## src/rtl/eep_poll_pkg.sv

```systemverilog
`timescale 1ns/1ps
package eep_poll_pkg;
    typedef enum logic [2:0] {
        ST_IDLE   = 3'd0,
        ST_WRITE  = 3'd1,
        ST_GAP    = 3'd2,
        ST_SETTLE = 3'd3,
        ST_RD     = 3'd4,
        ST_WAIT   = 3'd5
    } poll_st_e;

    localparam int POLL_BIT = 7;
    localparam int TOG_BIT  = 6;
endpackage

```

## src/rtl/eep_page_addr.sv

```systemverilog
`timescale 1ns/1ps
module eep_page_addr #(
    parameter int ADDR_W = 16,
    parameter int PAGE_W = 7
) (
    input  logic [ADDR_W-1:0] base,
    input  logic [PAGE_W-1:0] idx,
    output logic [ADDR_W-1:0] addr
);
    logic [PAGE_W-1:0] low_sum;

    always_comb begin
        low_sum = base[PAGE_W-1:0] + idx;
        addr    = {base[ADDR_W-1:PAGE_W], low_sum};
    end
endmodule

```

## src/rtl/eep_poll_eval.sv

```systemverilog
`timescale 1ns/1ps
module eep_poll_eval
    import eep_poll_pkg::*;
#(
    parameter int DATA_W = 8
) (
    input  logic              toggle_mode,
    input  logic              confirm,
    input  logic              have_prev,
    input  logic              prev_tog,
    input  logic [DATA_W-1:0] saved,
    input  logic [DATA_W-1:0] rdata,
    output logic              finish,
    output logic              confirm_nx,
    output logic              have_prev_nx,
    output logic              prev_tog_nx
);
    always_comb begin
        finish       = 1'b0;
        confirm_nx   = 1'b0;
        have_prev_nx = have_prev;
        prev_tog_nx  = prev_tog;
        if (toggle_mode) begin
            finish       = have_prev && (rdata[TOG_BIT] == prev_tog);
            have_prev_nx = 1'b1;
            prev_tog_nx  = rdata[TOG_BIT];
        end else if (!confirm) begin
            confirm_nx = (rdata[POLL_BIT] == saved[POLL_BIT]);
        end else begin
            finish = (rdata == saved);
        end
    end
endmodule

```

## src/rtl/eep_write_poller.sv

```systemverilog
`timescale 1ns/1ps
module eep_write_poller
    import eep_poll_pkg::*;
#(
    parameter int ADDR_W      = 16,
    parameter int DATA_W      = 8,
    parameter int PAGE_W      = 7,
    parameter int GAP_CYC     = 200,
    parameter int SETTLE_CYC  = 2000,
    parameter int TIMEOUT_CYC = 1100000
) (
    input  logic              clk,
    input  logic              rst_n,
    input  logic              start,
    input  logic              mode_toggle,
    input  logic [PAGE_W-1:0] count_m1,
    input  logic [ADDR_W-1:0] base_addr,
    output logic [PAGE_W-1:0] src_idx,
    input  logic [DATA_W-1:0] src_data,
    output logic              mem_we,
    output logic              mem_re,
    output logic [ADDR_W-1:0] mem_addr,
    output logic [DATA_W-1:0] mem_wdata,
    input  logic [DATA_W-1:0] mem_rdata,
    output logic              busy,
    output logic              done,
    output logic              err
);
    localparam int WAIT_MAX = (GAP_CYC > SETTLE_CYC) ? GAP_CYC : SETTLE_CYC;
    localparam int TMR_W    = $clog2(WAIT_MAX + 1);
    localparam int TOUT_W   = $clog2(TIMEOUT_CYC + 1);

    typedef struct packed {
        poll_st_e          st;
        logic              mode;
        logic [PAGE_W-1:0] cnt;
        logic [ADDR_W-1:0] base;
        logic [PAGE_W-1:0] idx;
        logic [TMR_W-1:0]  tmr;
        logic [TOUT_W-1:0] tout;
        logic [ADDR_W-1:0] last_addr;
        logic [DATA_W-1:0] last_data;
        logic              confirm;
        logic              have_prev;
        logic              prev_tog;
        logic              done;
        logic              err;
    } poll_reg_t;

    poll_reg_t r_q, r_d;

    logic [ADDR_W-1:0] wr_addr;
    logic              ev_finish, ev_confirm, ev_have_prev, ev_prev_tog;
    logic              tout_hit;

    eep_page_addr #(.ADDR_W(ADDR_W), .PAGE_W(PAGE_W)) u_addr (
        .base (r_q.base),
        .idx  (r_q.idx),
        .addr (wr_addr)
    );

    eep_poll_eval #(.DATA_W(DATA_W)) u_eval (
        .toggle_mode  (r_q.mode),
        .confirm      (r_q.confirm),
        .have_prev    (r_q.have_prev),
        .prev_tog     (r_q.prev_tog),
        .saved        (r_q.last_data),
        .rdata        (mem_rdata),
        .finish       (ev_finish),
        .confirm_nx   (ev_confirm),
        .have_prev_nx (ev_have_prev),
        .prev_tog_nx  (ev_prev_tog)
    );

    assign tout_hit = (r_q.tout == TOUT_W'(TIMEOUT_CYC - 1));

    always_comb begin
        r_d      = r_q;
        r_d.done = 1'b0;
        r_d.err  = 1'b0;
        case (r_q.st)
            ST_IDLE: begin
                if (start) begin
                    r_d.st        = ST_WRITE;
                    r_d.mode      = mode_toggle;
                    r_d.cnt       = count_m1;
                    r_d.base      = base_addr;
                    r_d.idx       = '0;
                    r_d.confirm   = 1'b0;
                    r_d.have_prev = 1'b0;
                end
            end
            ST_WRITE: begin
                r_d.last_addr = wr_addr;
                r_d.last_data = src_data;
                r_d.tmr       = '0;
                if (r_q.idx == r_q.cnt) begin
                    r_d.st = ST_SETTLE;
                end else begin
                    r_d.idx = r_q.idx + PAGE_W'(1);
                    r_d.st  = ST_GAP;
                end
            end
            ST_GAP: begin
                r_d.tmr = r_q.tmr + TMR_W'(1);
                if (r_q.tmr == TMR_W'(GAP_CYC - 1)) r_d.st = ST_WRITE;
            end
            ST_SETTLE: begin
                r_d.tmr = r_q.tmr + TMR_W'(1);
                if (r_q.tmr == TMR_W'(SETTLE_CYC - 1)) begin
                    r_d.st   = ST_RD;
                    r_d.tout = '0;
                end
            end
            ST_RD: begin
                r_d.tout = r_q.tout + TOUT_W'(1);
                r_d.st   = ST_WAIT;
                if (tout_hit) begin
                    r_d.st  = ST_IDLE;
                    r_d.err = 1'b1;
                end
            end
            ST_WAIT: begin
                r_d.tout      = r_q.tout + TOUT_W'(1);
                r_d.confirm   = ev_confirm;
                r_d.have_prev = ev_have_prev;
                r_d.prev_tog  = ev_prev_tog;
                if (ev_finish) begin
                    r_d.st   = ST_IDLE;
                    r_d.done = 1'b1;
                end else if (tout_hit) begin
                    r_d.st  = ST_IDLE;
                    r_d.err = 1'b1;
                end else begin
                    r_d.st = ST_RD;
                end
            end
            default: r_d.st = ST_IDLE;
        endcase
    end

    always_ff @(posedge clk) begin
        if (!rst_n) r_q <= '0;
        else        r_q <= r_d;
    end

    always_comb begin
        src_idx   = r_q.idx;
        mem_we    = (r_q.st == ST_WRITE);
        mem_re    = (r_q.st == ST_RD);
        mem_wdata = mem_we ? src_data : '0;
        if (mem_we)       mem_addr = wr_addr;
        else if (r_q.mode) mem_addr = r_q.base;
        else              mem_addr = r_q.last_addr;
        busy = (r_q.st != ST_IDLE);
        done = r_q.done;
        err  = r_q.err;
    end
endmodule

```

## config.mk

```make
export PLATFORM = sky130hd
export DESIGN_NAME = eep_write_poller
export DESIGN_NICKNAME = d
export VERILOG_FILES = /design/src/rtl/eep_poll_pkg.sv /design/src/rtl/eep_page_addr.sv /design/src/rtl/eep_poll_eval.sv /design/src/rtl/eep_write_poller.sv
export SDC_FILE = /design/constraint.sdc
export NUM_CORES = 1
export LEC_CHECK = 0
export CAP_MARGIN = 10
export CELL_PAD_IN_SITES_DETAIL_PLACEMENT = 1
export CELL_PAD_IN_SITES_GLOBAL_PLACEMENT = 1
export CORE_MARGIN = 4
export CORE_UTILIZATION = 43
export CTS_CLUSTER_DIAMETER = 50
export DETAILED_ROUTE_END_ITERATION = 10
export MAX_ROUTING_LAYER = met4
export PLACE_DENSITY = 0.82
export SYNTH_ARGS = -nofsm -noshare
export SYNTH_HDL_FRONTEND = slang
export SYNTH_SLANG_ARGS = --single-unit
```

## constraint.sdc

```tcl
create_clock -name clk -period 7.5 [get_ports clk]
set_clock_uncertainty 0.2 [all_clocks]
set_input_delay 1.125 -clock clk [delete_from_list [all_inputs] [get_ports clk]]
set_output_delay 1.125 -clock clk [all_outputs]
set_load 0.02 [all_outputs]
```

Word level (Yosys, flattened, before mapping)
Index checks and enable logic that the tools add are counted.

Logic and storage cells: 79. Input port bits: 43. Bits in registers: 95.

Multiplexer cells: 27. Eq/ne operators: 17. Add/subtract/negate cells: 4. Reductions and logical operators: 17.

Operators by type and width (count): $pmux W21 S2 (1); $mux W34 (1); $mux W16 (2); $pmux W11 S2 (1); $add A21 B1 Y21 const B (1); $eq A21 B21 Y1 const B (1); $mux W21 (1); $pmux W3 S6 (1); $mux W3 (5); $pmux W7 S2 (1); $add A11 B1 Y11 const B (1); $eq A11 B11 Y1 const B (1); $eq A11 B8 Y1 const B (1); $ne A2 B2 Y1 const B (5); $reduce_and A2 Y1 (5); $mux W1 (9); $reduce_and A3 Y1 (3); $eq A8 B8 Y1 (1); $mux W8 (1); $reduce_bool A2 Y1 (4); $add A7 B1 Y7 const B (1); $add A7 B7 Y7 (1); $eq A7 B7 Y1 (1); $mux W7 (1); 11 further kinds (15).

Logic depth before layout (Yosys ltp)
Gate-level depths: netlist of the first run.

Word-level depth: 5. Depth in mapped cells: 9. Depth with buffers taken out: 7.

Cells and area by module
Synthesis of the first run repeated with hierarchy kept, for this count alone.

Cells, all modules: 605. Area total of the unflattened synthesis: 5123.7 um^2.

Modules (own cells, without submodules): eep_write_poller (cells each 546, area each 4643.2 um^2, sequential area each 1901.8 um^2, instances 1); eep_page_addr (cells each 42, area each 337.8 um^2, sequential area each 0.0 um^2, instances 1); eep_poll_eval (cells each 17, area each 142.6 um^2, sequential area each 0.0 um^2, instances 1).

Worst setup path before layout of the first run
OpenSTA, ideal clock, no wires.

Path kind: reg2out. Start point: register r_q, in the netlist src_idx[0]. End point: output port mem_addr[6]. Stages on the path, launching flop included: 8. Data required time: 6175 ps. Path slack: 4061 ps. Data arrival time: 2114 ps. Path through: dfxtp_1 ha_1 fa_1 a211oi_1 or3b_2 nand3_1 a211o_1 and3_1.

Cells in the longest elaborated chain, start to end: 2.

Ends and longest elaborated chain: start, declared (RTL line eep_write_poller.sv:50) `poll_reg_t r_q, r_d;`; start signal, assigned (RTL line eep_write_poller.sv:144) `else r_q <= r_d;`; $add A7 B7 Y7 (RTL line eep_page_addr.sv:13) `low_sum = base[PAGE_W-1:0] + idx;`; $mux W16 (RTL line eep_write_poller.sv:152) `if (mem_we) mem_addr = wr_addr;`; end, declared (RTL line eep_write_poller.sv:22) `output logic [ADDR_W-1:0] mem_addr,`.

No other way between the ends.

Worst setup path in the final report of the first run
Start point: register r_q[94] (netlist bit). End point: output port mem_addr[6].

Cells in the longest elaborated chain, start to end: 2.

Ends and longest elaborated chain: $eq A3 B1 Y1 (RTL line eep_write_poller.sv:149) `mem_we = (r_q.st == ST_WRITE);`; $mux W16 (RTL line eep_write_poller.sv:152).

No other way between the ends.

==> results of run 1 <==
-- sequential cells by signal (all words and copies together), names as in the netlist --
register,cells
done,1
err,1
r_q,86
src_idx,7
-- final cells by class --
class | count | share of cell area [%]
repair buffers | 84 | 13.5
inverters | 5 | 0.308
clock buffers | 9 | 3.70
multi-input cells | 463 | 47.5
clock inverters | 7 | 0.924
well taps | 143 | 2.94
flip-flops and latches | 95 | 31.2
-- per-layer routing --
metal  up-vias  global-route usage, %  share of wire, %
li1       2278                      -                 -
met1      2255                   25.8                43
met2        83                   38.1                51
met3        23                   5.27               3.7
met4         0                   7.81               2.1
met5         -                      -                 0
-- worst paths after layout --
path / endpoint / slack (ns)
setup / recovery: mem_addr[6] / 2.44
hold / removal: r_q[16]$_SDFFE_PN0P_ / 0.27
setup reg to reg: r_q[38]$_SDFFE_PN0P_ / 4.69
hold reg to reg: r_q[16]$_SDFFE_PN0P_ / 0.27
-- tightest hold or removal path, stage by stage, from the launching register on --
cell	delay, ns
dfxtp_1	0.31
nand2_1	0.05
a21boi_0	0.06
-- synthesized netlist by cell type (10+ instances only) --
cell type / instances / share of area, %
nand2_1: 113 / 8.5
dfxtp_1: 95 / 38
a21boi_0: 41 / 6.2
clkbuf_1: 32 / 2.4
o21ai_0: 24 / 2.4
a21oi_1: 23 / 2.3
nor2_1: 20 / 1.5
nand3_1: 19 / 1.9
and3_1: 17 / 2.1
and2_1: 13 / 1.6
nor2b_1: 13 / 1.6
xnor2_1: 12 / 2.1
or4_1: 11 / 1.7
mux2_2: 10 / 2.3
mux2i_1: 10 / 2.0
nand4_1: 10 / 1.3
-- where the power goes --
| part | internal (mW) | switching, mW | leakage [nW] |
|---|---|---|---|
| logic | 0.0756 | 0.0886 | 1.39 |
| clock network | 0.229 | 0.212 | 0.137 |
| registers | 0.521 | 0.0176 | 0.771 |
-- kinds of logic after synthesis --
| logic type | synth area share (%) |
|---|---|
| buf+inv | 4.08 |
| xor+xnor | 3.51 |
| simple gates | 26.8 |
| flops | 38.1 |
| compound gates | 20.6 |
| fa+ha+maj | 2.66 |
| mux | 4.26 |
==> run metrics, run 1 <==
status finished clean; Final ANT Viol Nets 0; CP arrival 3.74 ns; CP Depth 7; critical path's slowest cell inv_1; first-pass GRT wire length 23200 um; number of enable flip-flop cells after synthesis 0; final hold viol count 0; Die Y 116 um; setup TNS 0 ns; Starting DRT DRC Count 250; CP Data Required Time 6.17 ns; Filler Cell Count 1397; cells along the critical path nor2_1 > nand2_1 > inv_1 > nor2_1 > a211o_1 > and3_1 > clkdlybuf4s50_1; Detailed Route WL 14100 um; kind of critical path reg2out; max_slew headroom 39.8%; yosys warns 0; Inserted Clock Buffers 9; worst-margin pin slew 0.901 ns; post-route minimum period 5.06 ns; clock-pin slew on the worst setup and hold paths 0.07 ns; GRT Overall Usage 22.4%; final core occ 53.6%; Max Cap Viol 0; HPWL after DPL 10000 um; Tcrit/Tclk final 67.5%; Pwr Total 1.14 mW; post-route cell area 6090 um^2; CTS tree yes; Worst setup SP type flop; TritonRoute pass-1 iters 4; core area 11400 um^2; critical path peak fanout 29; Synth cell types 56; vias in the first global route 4805; CP Capture Type primary output; syn avg cell area 8.25 um^2; post_cts resized 0; commonest non-fill, non-tap cell in the layout nand2_1; hold path cells 2; Final #Nets 711; Post-Place Cells 790; PortBufs 78; # clock sinks 95; Setup Viol. Count Final 0; Top delay family on crit path simple AND/OR/NAND/NOR gates; die width 116 um; Die ar. 13400 um^2; Max Freq 198 MHz; Worst Setup SP r_q[94]$_SDFFE_PN0P_; most frequent cells in the layout 113 x nand2_1, 95 x dfxtp_1, 77 x clkdlybuf4s50_1; initial core utilization 43.9%; # IOs 79; final setup margin 2.44 ns; crit path buf inv count 2; global route overflow 0; # hold bufs at CTS 0; Leak 2.30 nW; reg2reg path depth 7; postcts setup bufs 0; Layout area overhead 22.0%; Worst IR Drop VDD 0.000145 V; Vias 4639; Clock Latency Late Sink 0.35 ns; fin. max-slew vios 0; initial antenna violation count 0; placed inst area 5810 um^2; unrepaired setup endpoints after global routing no; CTS Buffer Depth 2; Mapped Cells 605; share of cells above drive strength 1 6.18%; predominant post-synthesis flop cell dfxtp_1; Mapped Area 4990 um^2; Worst Hold Class reg2reg; Power Density 188 nW/um^2; largest stage delay on the critical path 0.70 ns; multi-input logic area 2890 um^2; Final Non-Filler Cells 806; Critical R2R Launch r_q[50]$_SDFFE_PN0P_; row count 39; diode count 0; Post-synth ARST share 0%; DR vias/cell 5.76; H-tree levels 3; Seq/Total Area, Yosys 38.1%; Most Frequent Cell on Critical Path nor2_1; WHS 0.268 ns; dpl ws 2.84 ns; largest net degree at the start of global routing 76; #FFs+latches synth 95; CTS Root Cell clkbuf_16; min-delay src r_q[16]$_SDFFE_PN0P_; FF/Latch Area 1900 um^2; Remaining DRCs 0; Post-Syn Nets 658; Routability Congestion 0.902; Wirelength per Cell 17.5 um
Power figures use the tool's default switching activity.
==> inputs of run 2 (changes only) <==
--- a/config.mk
+++ b/config.mk
@@ -9,11 +9,11 @@
 export CELL_PAD_IN_SITES_DETAIL_PLACEMENT = 1
 export CELL_PAD_IN_SITES_GLOBAL_PLACEMENT = 1
 export CORE_MARGIN = 4
-export CORE_UTILIZATION = 43
+export CORE_UTILIZATION = 40
 export CTS_CLUSTER_DIAMETER = 50
 export DETAILED_ROUTE_END_ITERATION = 10
 export MAX_ROUTING_LAYER = met4
-export PLACE_DENSITY = 0.82
+export PLACE_DENSITY = 0.77
 export SYNTH_ARGS = -nofsm -noshare
 export SYNTH_HDL_FRONTEND = slang
 export SYNTH_SLANG_ARGS = --single-unit
==> constraint.sdc (replaced) <==
create_clock -name clk -period 4.9 [get_ports clk]
set_clock_uncertainty 0.2 [all_clocks]
set_input_delay 0.735 -clock clk [delete_from_list [all_inputs] [get_ports clk]]
set_output_delay 0.735 -clock clk [all_outputs]
set_load 0.02 [all_outputs]
==> run 2 against run 1 <==
  * Combinational power up 54%
  * Wire length down 0.15%
  * Via count up 0.45%
  * Register-to-register slack worse by 2.5 ns
  * Worst setup slack worse by 1.7 ns
  * Sequential power up 53%
  * First-iteration DRC count down 13%
==> run metrics, run 2 (synthesized netlist as in run 1, its figures left out) <==
status finished clean; initial antenna violation count 0; kind of critical path reg2out; setup TNS 0 ns; Final #Nets 712; # clock sinks 95; Reg with most FFs r_q; post_cts resized 0; Worst setup SP type flop; final hold viol count 0; Switching Share 25.7%; H-tree levels 3; Detailed Route WL 14100 um; worst-margin pin slew 0.960 ns; global route overflow 0; CP Capture Type primary output; Tcrit/Tclk final 85.0%; DR vias/cell 5.60; fin. max-slew vios 0; max_slew headroom 35.7%; Clock Latency Late Sink 0.35 ns; post-route minimum period 4.16 ns; CTS Buffer Depth 2; core area 12100 um^2; # hold bufs at CTS 0; Worst IR Drop VDD 0.000139 V; Flop pwr share 44.4%; switching pwr 0.476 mW; clock-pin slew on the worst setup and hold paths 0.07 ns; CP Data Required Time 3.96 ns; CP arrival 3.23 ns; PortBufs 78; Worst Hold Class reg2reg; diode count 0; HPWL after DPL 9900 um; CTS tree yes; row count 40; Max Cap Viol 0; # IOs 79; Routability Congestion 0.797; initial core utilization 41.2%; Gate power share 13.6%; Post-Place Cells 816; Wirelength per Cell 17.0 um; Leak 2.33 nW; critical path peak fanout 8; die width 120 um; Final Non-Filler Cells 832; Starting DRT DRC Count 218; Inserted Clock Buffers 9; Die ar. 14300 um^2; first-pass GRT wire length 23600 um; max reg flops 86; Vias 4660; Filler Cell Count 1456; share of cells above drive strength 1 6.33%; Setup Viol. Count Final 0; commonest non-fill, non-tap cell in the layout nand2_1; Die Y 120 um; Layout area overhead 23.8%; Power Density 300 nW/um^2; multi-input logic area 2890 um^2; GRT Overall Usage 20.4%; largest net degree at the start of global routing 51; TritonRoute pass-1 iters 4; Max Freq 240 MHz; internal power 1.38 mW; Final ANT Viol Nets 0; CTS Root Cell clkbuf_16; Remaining DRCs 0; most frequent cells in the layout 113 x nand2_1, 95 x dfxtp_1, 77 x clkdlybuf4s50_1; vias in the first global route 4743; FF/Latch Area 1900 um^2; unrepaired setup endpoints after global routing no; postcts setup bufs 0; clock power share 42.0%
run 2: cell count changes in the layout (fill, tap and decap cells not counted), sizes merged:
cell / delta
bufinv: +2
inv: -2
buf: +1
clkbuf: +1
clkinvlp: -1
run 2: routing by layer:
metal  routed length (um)  global-route usage, %
met4                  237                   6.94
met3                  455                   2.97
met1                 6680                   26.4
met5                    0                      -
met2                 6730                   32.9
run 2: power groups by stage:
stage               combinational (mW)  sequential, mW  clock (mW)
detailed placement               0.254           0.841           0
global route                     0.276           0.826       0.834
floorplan                        0.153           0.827           0
global placement                 0.247           0.839           0
CTS                              0.256           0.823       0.799
finish                           0.252           0.823       0.777
run 2: worst paths after layout:
path,from,to,slack (ns),depth (start not counted)
max reg2reg,r_q[50]$_SDFFE_PN0P_,r_q[37]$_SDFFE_PN0P_,2.17,7
min reg2reg,r_q[16]$_SDFFE_PN0P_,r_q[16]$_SDFFE_PN0P_,0.27,2
max,src_idx[0]$_SDFFE_PN0P_,mem_addr[6],0.74,8
min,r_q[16]$_SDFFE_PN0P_,r_q[16]$_SDFFE_PN0P_,0.27,2
run 2: worst max-delay path, stage by stage, from the launching register on:
cell and delay, ns:
dfxtp_1 0.40, ha_1 0.28, fa_1 0.44, a211oi_1 0.39, or3b_2 0.19, nand3_1 0.15
a211o_1 0.33, and3_1 0.18, clkdlybuf4s50_1 0.53
run 2: area by class of cell:
type,count,area share [%]
multi-input cells,463,46.8
well taps,168,3.40
inverters,5,0.304
clock inverters,6,1.48
clock buffers,10,3.87
repair buffers,85,13.4
flip-flops and latches,95,30.8
run 2: metrics by stage:
stage	cell area [um^2]	setup WS (ns)	power, mW	utilization, %	hold slack, ns
3_5_place_dp	5850	1.06	1.10	48.3	0.261
3_3_place_gp	5850	1.19	1.09	48.3	0.250
6_report	6180	0.736	1.85	51.0	0.270
2_1_floorplan	4990	1.85	0.981	-	0.239
4_1_cts	6180	0.708	1.88	51.0	0.271
5_1_grt	6180	0.500	1.94	51.0	0.301
